File: src/rtl/scbank_pkg.sv
package scbank_pkg;
  localparam int DATA_W  = 16;
  localparam int ADDR_W  = 5;
  localparam int N_CTRL  = 4;
  localparam int ST1_W   = 13;
  localparam int DIP_W   = 8;
  localparam int STRAP_W = 4;
  localparam int D_BITS  = 6;

  localparam logic [ADDR_W-1:0] OFF_IDENT = 5'h00;
  localparam logic [ADDR_W-1:0] OFF_STAT2 = 5'h02;
  localparam logic [ADDR_W-1:0] OFF_STAT1 = 5'h14;
  localparam int                CTRL_BASE = 4;
  localparam int                CTRL_STEP = 4;

  typedef logic [DATA_W-1:0] word_t;

  localparam word_t CTRL_RST  [N_CTRL] = '{16'h007C, 16'h3E1D, 16'h9D5B, 16'h0033};
  localparam word_t CTRL_MASK [N_CTRL] = '{16'hFFFF, 16'hFFFF, 16'hFFFF, 16'h003F};

  function automatic logic [ADDR_W-1:0] set_off(input int idx);
    return ADDR_W'(CTRL_BASE + CTRL_STEP * idx);
  endfunction

  function automatic logic [ADDR_W-1:0] clr_off(input int idx);
    return ADDR_W'(CTRL_BASE + CTRL_STEP * idx + 2);
  endfunction
endpackage

File: src/rtl/scb_sync.sv
module scb_sync #(
  parameter int W = 8
) (
  input  logic         clk,
  input  logic         rst_n,
  input  logic [W-1:0] d,
  output logic [W-1:0] q
);
  logic [W-1:0] meta_q;
  logic [W-1:0] sync_q;

  always_ff @(posedge clk or negedge rst_n) begin
    if (!rst_n) begin
      meta_q <= '0;
      sync_q <= '0;
    end else begin
      meta_q <= d;
      sync_q <= meta_q;
    end
  end

  assign q = sync_q;

  // Counts edges since reset so the latency check never looks before reset
  logic [1:0] fill_q;
  always_ff @(posedge clk or negedge rst_n) begin
    if (!rst_n)            fill_q <= 2'd0;
    else if (fill_q != 2'd2) fill_q <= fill_q + 2'd1;
  end

  a_r7_two_stage: assert property (@(posedge clk) disable iff (!rst_n)
    (fill_q == 2'd2) |-> (q == $past(d, 2)));
endmodule

File: src/rtl/scb_setclr_reg.sv
module scb_setclr_reg #(
  parameter int              W    = 16,
  parameter logic [W-1:0]    RST  = '0,
  parameter logic [W-1:0]    MASK = '1
) (
  input  logic         clk,
  input  logic         rst_n,
  input  logic         set_we,
  input  logic         clr_we,
  input  logic [W-1:0] wdata,
  output logic [W-1:0] q
);
  logic [W-1:0] q_r;
  logic [W-1:0] q_nxt;
  logic         en;

  assign en = set_we | clr_we;

  always_comb begin
    q_nxt = q_r;
    if (set_we)      q_nxt = q_r | (wdata & MASK);
    else if (clr_we) q_nxt = q_r & ~wdata;
    q_nxt = q_nxt & MASK;
  end

  always_ff @(posedge clk or negedge rst_n) begin
    if (!rst_n)  q_r <= RST & MASK;
    else if (en) q_r <= q_nxt;
  end

  assign q = q_r;

  a_r2_set_bits: assert property (@(posedge clk) disable iff (!rst_n)
    set_we |=> ((q & $past(wdata & MASK)) == $past(wdata & MASK)));

  a_r3_clear_bits: assert property (@(posedge clk) disable iff (!rst_n)
    (clr_we && !set_we) |=> ((q & $past(wdata)) == '0));

  a_r11_hold: assert property (@(posedge clk) disable iff (!rst_n)
    !(set_we || clr_we) |=> $stable(q));
endmodule

File: src/rtl/scb_rdmux.sv
module scb_rdmux
  import scbank_pkg::*;
(
  input  logic [ADDR_W-1:0]             addr,
  input  logic [N_CTRL-1:0][DATA_W-1:0] ctrl,
  input  logic [DATA_W-1:0]             ident,
  input  logic [DATA_W-1:0]             stat1,
  input  logic [DATA_W-1:0]             stat2,
  output logic [DATA_W-1:0]             rdata
);
  always_comb begin
    rdata = '0;
    unique case (addr)
      OFF_IDENT: rdata = ident;
      OFF_STAT2: rdata = stat2;
      OFF_STAT1: rdata = stat1;
      default:   rdata = '0;
    endcase
    for (int i = 0; i < N_CTRL; i++) begin
      if (addr == set_off(i) || addr == clr_off(i)) rdata = ctrl[i];
    end
  end
endmodule

File: src/rtl/board_ctl_bank.sv
module board_ctl_bank
  import scbank_pkg::*;
#(
  parameter logic [7:0] DESIGN_REV = 8'hA5
) (
  input  logic                clk,
  input  logic                rst_n,
  input  logic [ADDR_W-1:0]   bus_addr,
  input  logic                bus_wr,
  input  logic [DATA_W-1:0]   bus_wdata,
  input  logic                bus_rd,
  output logic [DATA_W-1:0]   bus_rdata,
  input  logic [STRAP_W-1:0]  strap_cpu,
  input  logic [STRAP_W-1:0]  strap_base,
  input  logic [DIP_W-1:0]    dip_sw,
  input  logic                dma_req,
  input  logic [ST1_W-1:0]    board_in,
  output logic [DATA_W-1:0]   ctl_a,
  output logic [DATA_W-1:0]   ctl_b,
  output logic [DATA_W-1:0]   ctl_c,
  output logic [D_BITS-1:0]   ctl_d
);
  localparam int SYNC_W = ST1_W + DIP_W + 1;

  logic [N_CTRL-1:0][DATA_W-1:0] ctrl_q;
  logic [SYNC_W-1:0]             sync_q;
  logic [DATA_W-1:0]             ident_w, stat1_w, stat2_w, rd_nxt;
  logic [DATA_W-1:0]             rdata_q;

  // Input synchroniser for all live status inputs
  scb_sync #(.W(SYNC_W)) u_sync (
    .clk   (clk),
    .rst_n (rst_n),
    .d     ({board_in, dma_req, dip_sw}),
    .q     (sync_q)
  );

  // One set/clear register per control word
  for (genvar g = 0; g < N_CTRL; g++) begin : g_ctrl
    logic set_hit, clr_hit;
    assign set_hit = bus_wr && (bus_addr == set_off(g));
    assign clr_hit = bus_wr && (bus_addr == clr_off(g));
    scb_setclr_reg #(.W(DATA_W), .RST(CTRL_RST[g]), .MASK(CTRL_MASK[g])) u_reg (
      .clk    (clk),
      .rst_n  (rst_n),
      .set_we (set_hit),
      .clr_we (clr_hit),
      .wdata  (bus_wdata),
      .q      (ctrl_q[g])
    );
  end

  assign ident_w = {DESIGN_REV, strap_cpu, strap_base};
  assign stat2_w = {{(DATA_W-DIP_W-1){1'b0}}, sync_q[DIP_W], sync_q[DIP_W-1:0]};
  assign stat1_w = {{(DATA_W-ST1_W){1'b0}}, sync_q[SYNC_W-1:DIP_W+1]};

  scb_rdmux u_rdmux (
    .addr  (bus_addr),
    .ctrl  (ctrl_q),
    .ident (ident_w),
    .stat1 (stat1_w),
    .stat2 (stat2_w),
    .rdata (rd_nxt)
  );

  always_ff @(posedge clk or negedge rst_n) begin
    if (!rst_n)      rdata_q <= '0;
    else if (bus_rd) rdata_q <= rd_nxt;
  end

  assign bus_rdata = rdata_q;
  assign ctl_a = ctrl_q[0];
  assign ctl_b = ctrl_q[1];
  assign ctl_c = ctrl_q[2];
  assign ctl_d = ctrl_q[3][D_BITS-1:0];

  a_r10_rdata_hold: assert property (@(posedge clk) disable iff (!rst_n)
    !bus_rd |=> $stable(bus_rdata));

  a_r5_rsv_zero: assert property (@(posedge clk) disable iff (!rst_n)
    (bus_rd && (bus_addr == set_off(3) || bus_addr == clr_off(3)))
      |=> (bus_rdata[DATA_W-1:D_BITS] == '0));

  a_r9_ro_write: assert property (@(posedge clk) disable iff (!rst_n)
    (bus_wr && (bus_addr == OFF_IDENT || bus_addr == OFF_STAT1 || bus_addr == OFF_STAT2))
      |=> ($stable(ctl_a) && $stable(ctl_b) && $stable(ctl_c) && $stable(ctl_d)));
endmodule

File: config.mk
export PLATFORM = sky130hd
export DESIGN_NAME = board_ctl_bank
export DESIGN_NICKNAME = d
export VERILOG_FILES = /design/src/rtl/scbank_pkg.sv /design/src/rtl/scb_sync.sv /design/src/rtl/scb_setclr_reg.sv /design/src/rtl/scb_rdmux.sv /design/src/rtl/board_ctl_bank.sv
export SDC_FILE = /design/constraint.sdc
export NUM_CORES = 1
export LEC_CHECK = 0
export BUFFER_PORTS_ARGS = -buffer_cell sky130_fd_sc_hd__buf_2
export CAP_MARGIN = 20
export CORE_MARGIN = 5
export CORE_UTILIZATION = 57
export DETAILED_ROUTE_END_ITERATION = 16
export GPL_TIMING_DRIVEN = 1
export PLACE_DENSITY = 0.86
export SKIP_LAST_GASP = 1
export SYNTH_ARGS = -nofsm -noshare
export SYNTH_HDL_FRONTEND = slang
export SYNTH_SLANG_ARGS = --single-unit
File: constraint.sdc
create_clock -name clk -period 3.7 [get_ports clk]
set_clock_uncertainty 0.15 [all_clocks]
set_input_delay 0.37 -clock clk [delete_from_list [all_inputs] [get_ports clk]]
set_output_delay 0.37 -clock clk [all_outputs]
set_load 0.01 [all_outputs]
Yosys cells after proc, flatten, opt, wreduce, memory -nomap -nowiden
Index checks and enable logic that the tools add are counted.

cells by class
  reductions and logical operators = 21
  eq/ne operators = 10
  muxes and demuxes = 13
  bitwise gates (word level) = 13

operators by type and width
  cell                count
  $mux 16             10
  $and 16x16->16      3
  $or 16x16->16       3
  $pmux 16 s3         1
  $eq 5x4->1 const B  4
  $not 16->16         1
  $eq 5x5->1 const B  3
  $mux 6              2
  $eq 5x3->1 const B  2
  $logic_and 1x1->1   8
  $reduce_and 2->1    4
  $reduce_bool 2->1   4
  $and 6x6->6         1
  $or 6x6->6          1
  $eq 5x2->1 const B  1
  $logic_not 5->1     1
  $logic_or 1x1->1    4
  $or 1x1->1          4

word-level totals
  output and inout bits = 70
  bits of input ports = 55
  logic and storage cells = 64
  register bits = 114

Logic depth before layout (Yosys ltp)
  depth in word-level cells = 6
  mapped depth = 7
  gate-level depth less buffers = 5

Cells and area by module
From an unflattened synthesis, not the netlist that was laid out.

unflattened totals
  cells, all modules = 493
  area total of the unflattened synthesis = 5545.3 sq um

by module, submodules not included
  module                             times used  sequential area each (sq um)  cells each  area an instance (sq um)
  scb_rdmux                          1           0.0                           215         1410.1
  scb_sync                           1           1101.1                        44          1101.1
  board_ctl_bank                     1           400.4                         49          739.5
  scb_setclr_reg at g_ctrl[2].u_reg  1           412.9                         52          664.4
  scb_setclr_reg at g_ctrl[1].u_reg  1           411.6                         52          663.1
  scb_setclr_reg at g_ctrl[0].u_reg  1           406.6                         52          658.1
  scb_setclr_reg at g_ctrl[3].u_reg  1           155.1                         29          309.0

Worst setup path after synthesis
Ideal clock, no wire load.

  path kind = input to register
  start point = input port bus_addr[3]
  end point = register with a tool-made name
  path buffers = 2
  slack = 1878 ps
  library setup time = 125 ps
  stages on the path = 6
  arrival = 1547 ps
  path through = buf_6 nor3b_4 nor3b_4 buf_6 nand2_1 mux2_4

RTL lines
  item         RTL line             RTL
  from (decl)  board_ctl_bank.sv:8  input logic [ADDR_W-1:0] bus_addr,

==> key figures <==
Setup path
  • R2R Setup Slk: 2.14 ns
  • Path depth of the worst reg2reg path: 5
  • Cell Chain, Critical Path: buf_2 > nand3_2 > nor2_2 > nand2_1 > mux2_2
  • Crit path DAT: roughly 2.7 ns
  • Largest stage delay, worst path: 0.76 ns
  • CP Data Required Time: between 3 and 4 ns
  • Critical-path maximum fanout: 50
  • Worst reg2reg endpoint: bus_rdata[7]$_DFFE_PN0P_
  • Slowest-stage cell, CP: nor2_2
  • Startpoint types: input pin
  • Worst setup path class: in -> reg
  • Worst setup EP type: flop

Flow run
  • Max Cap Viol: 0

Min path
  • Hold_sp: strap_cpu[2]
  • WHS Path Cells: 3
  • WHS Endpoint: bus_rdata[6]$_DFFE_PN0P_
  • HP Class: in -> reg

Synthesis
  • Share of the synthesized area in the top cell type: 0.4392
  • Synth Instances: around 430
  • Synthesis-stage register bit count: 114
  • Area leader, netlist: dfrtp_1
  • Post-synth EDFFs: 0
  • Syn_nets: between 400 and 500
  • Top post-synthesis cells by area: dfrtp_1 44%, dfstp_2 15%, mux2_2 8.7%, nand2_1 4.4%, mux2_4 3.1%
  • Primary FF master, synth: dfrtp_1
  • Post-synthesis sequential area ratio: 0.5894
  • Syn_area_per_cell: ~12 um^2
  • Cell variety after synth: 42
  • Post-Syn Area: approximately 4900 um^2
  • Post-synth ARST share: 1.000
  • Syn. warnings: 0

Clock network
  • CTS clock-pin slew for the worst setup and hold paths: 0.05 ns
  • Root Driver: clkbuf_8
  • Sink Count: 114
  • Post-CTS Resized: 0
  • CTS buffer count: 17
  • Skew-Pair Late Insertion Delay: around 0.5 ns
  • H-Tree Depth: 4
  • CTS tree: yes
  • Worst-case clock buffer depth: 2

Global routing
  • GRT overflow: 0
  • All-layer global routing usage: 0.2808
  • Number of global-route vias before repair: about 4300
  • Initial antenna violation count: 0
  • Largest net degree at the start of global routing: 67
  • First-pass GRT wire length: about 22000 um

Floorplan
  • Die H: 102.7 um
  • Die extent in x: around 100 um
  • Rows: 33
  • Placeable Area: 8299 um^2
  • I/O pin cnt: 125
  • Initial core utilization: 0.5904
  • Die area: 10550 um^2

Route
  • Via count: a little over 4000
  • Initial DRT Pass Iterations: 6
  • Remaining antenna violation count: 0
  • Initial drt markers: roughly 340
  • Via/cell ratio: 5.841
  • Total routed wirelength: around 14000 um
  • Wirelength per Cell: around 20 um
  • DRC viols: 0

Placement
  • IO buf count: approximately 120
  • Placed inst area: approximately 5500 um^2
  • Post-Place Cells: 630
  • Routability cong.: 0.8662
  • DP HPWL: around 8700 um

Timing
  • Worst-margin pin slew: between 0.9 and 1 ns
  • Max-slew violations: 0
  • Final Hold Vio Count: 0
  • Setup tns final: 0 ns
  • Post-route minimum period: about 2.5 ns
  • RSZ-0062 raised after global routing: no
  • Final setup viols: 0
  • Crit share post-route: 0.6651
  • FMAX: ~410 MHz
  • Worst slew margin relative to its limit: 0.3885

Final layout
  • N_diodes: 0
  • Layout Utilization: 0.7748
  • Final Non-Filler Cells: just under 700
  • # fillers: around 510
  • Total Nets Final: around 630
  • Final Cell Area: between 6000 and 7000 um^2
  • Area delta synth->final: 31.23%
  • Multi-input combinational cell area: approximately 1800 um^2
  • FF+latch area: between 2000 and 3000 um^2
  • Ratio of cells with drive above 1 in the final layout: 0.4147

Status
  • Outcome: completed

Pwr
  • Static leakage: around 3 nW
  • Pwr dens: around 540 nW/um^2
  • Worst vdd ir: 0.3897 mV
## cell families (layout without fill, tap and decap cells)
group	after synthesis	after routing	synth area share
AO/OA/AOI/OAI	106	106	0.1315
buffers and inverters	47	207	0.04519
flip-flops	114	114	0.5894
multiplexers	54	54	0.1302
AND/OR/NAND/NOR	105	105	0.1037
## synthesized netlist by cell type, types with 2 or more instances
cell type and count:
a21oi_1 29, o21ai_0 29, a221oi_1 3, nand2b_1 2, nand2_1 57, inv_1 18
nor3b_4 2, a211oi_1 4, buf_2 11, buf_4 2, a41o_1 3, clkbuf_1 12
mux2i_1 6, o211ai_1 10, mux2_4 10, o22ai_1 12, nor2_2 2, buf_6 3
nor2_1 18, o32ai_1 2, a31oi_1 7, nor3_1 4, dfstp_2 28, nor2b_1 7
and3_1 6, mux2_2 38, dfrtp_1 86
## metrics by stage
stage	total power (W)	hold WS, ns	worst slack, ns
detailed placement	0.001796	0.1847	0.8942
global placement	0.001780	0.1841	1.007
CTS	0.003477	0.0005113	1.371
finish	0.003462	0.01284	1.239
floorplan	0.001615	-0.07559	1.878
global route	0.003596	0.02501	1.147
## how the worst max path moves through the flow
stage                start    to  slack [ns]  depth (start not counted)
5_1_grt        bus_addr[2]  flop        1.15                          5
4_1_cts        bus_addr[2]  flop        1.37                          5
6_report       bus_addr[2]  flop        1.24                          5
3_5_place_dp   bus_addr[2]  flop        0.89                          5
3_3_place_gp   bus_addr[2]  flop        1.01                          5
2_1_floorplan  bus_addr[3]  flop        1.88                          6
## where the power goes
part           internal (W)  switching (W)  leakage [nW]  total (W)
Sequential          0.00136      0.0000673          1.37    0.00143
Clock               0.00110       0.000554         0.298    0.00165
Combinational      0.000170       0.000214          1.41   0.000383
Total               0.00263       0.000835          3.08    0.00346
## final cells by class
cell class / count / share of cell area
inverters: 18 / 0.01051
multi-input cells: 265 / 0.2788
clock buffers: 23 / 0.07414
repair buffers: 157 / 0.1467
well taps: 105 / 0.02043
clock inverters: 9 / 0.02024
flip-flops and latches: 114 / 0.4491
## per-layer routing
metal / up-vias / GRT usage / wire (um)
li1: 1794 / - / -
met1: 1964 / 0.3324 / 5326
met4: 0 / 0.1282 / 419
met3: 41 / 0.09202 / 1264
met5: - / 0 / 0
met2: 237 / 0.4662 / 6976
## timing repair
action,4_1_cts,5_1_grt
buffers inserted,0,0
endpoints found under the hold margin,77,0
setup endpoints to repair,0,0
hold buffers,29,0
## layout by cell type, fill, tap and decap left out, drive strengths merged, types with 2 or more instances in the layout
cell type / instances
a221oi: 3
o32ai: 2
a211oi: 4
o211ai: 10
nand2b: 2
nor3b: 2
o21ai: 29
nor2: 21
nor2b: 7
mux2: 48
a21oi: 29
clkinv: 5
dfrtp: 86
clkbuf: 23
a41o: 3
nand2: 57
o22ai: 12
nor3: 4
a31oi: 7
bufinv: 3
mux2i: 6
dfstp: 28
inv: 18
and3: 6
buf: 128
dlygate4sd3: 29
## worst max-delay path: cells and delay by family
kind / cells / cell delay (ns)
buffers and inverters: 1 / 0.69
AND/OR/NAND/NOR: 3 / 1.30
multiplexers: 1 / 0.32
Note: power is estimated with default switching activity, not from simulation.
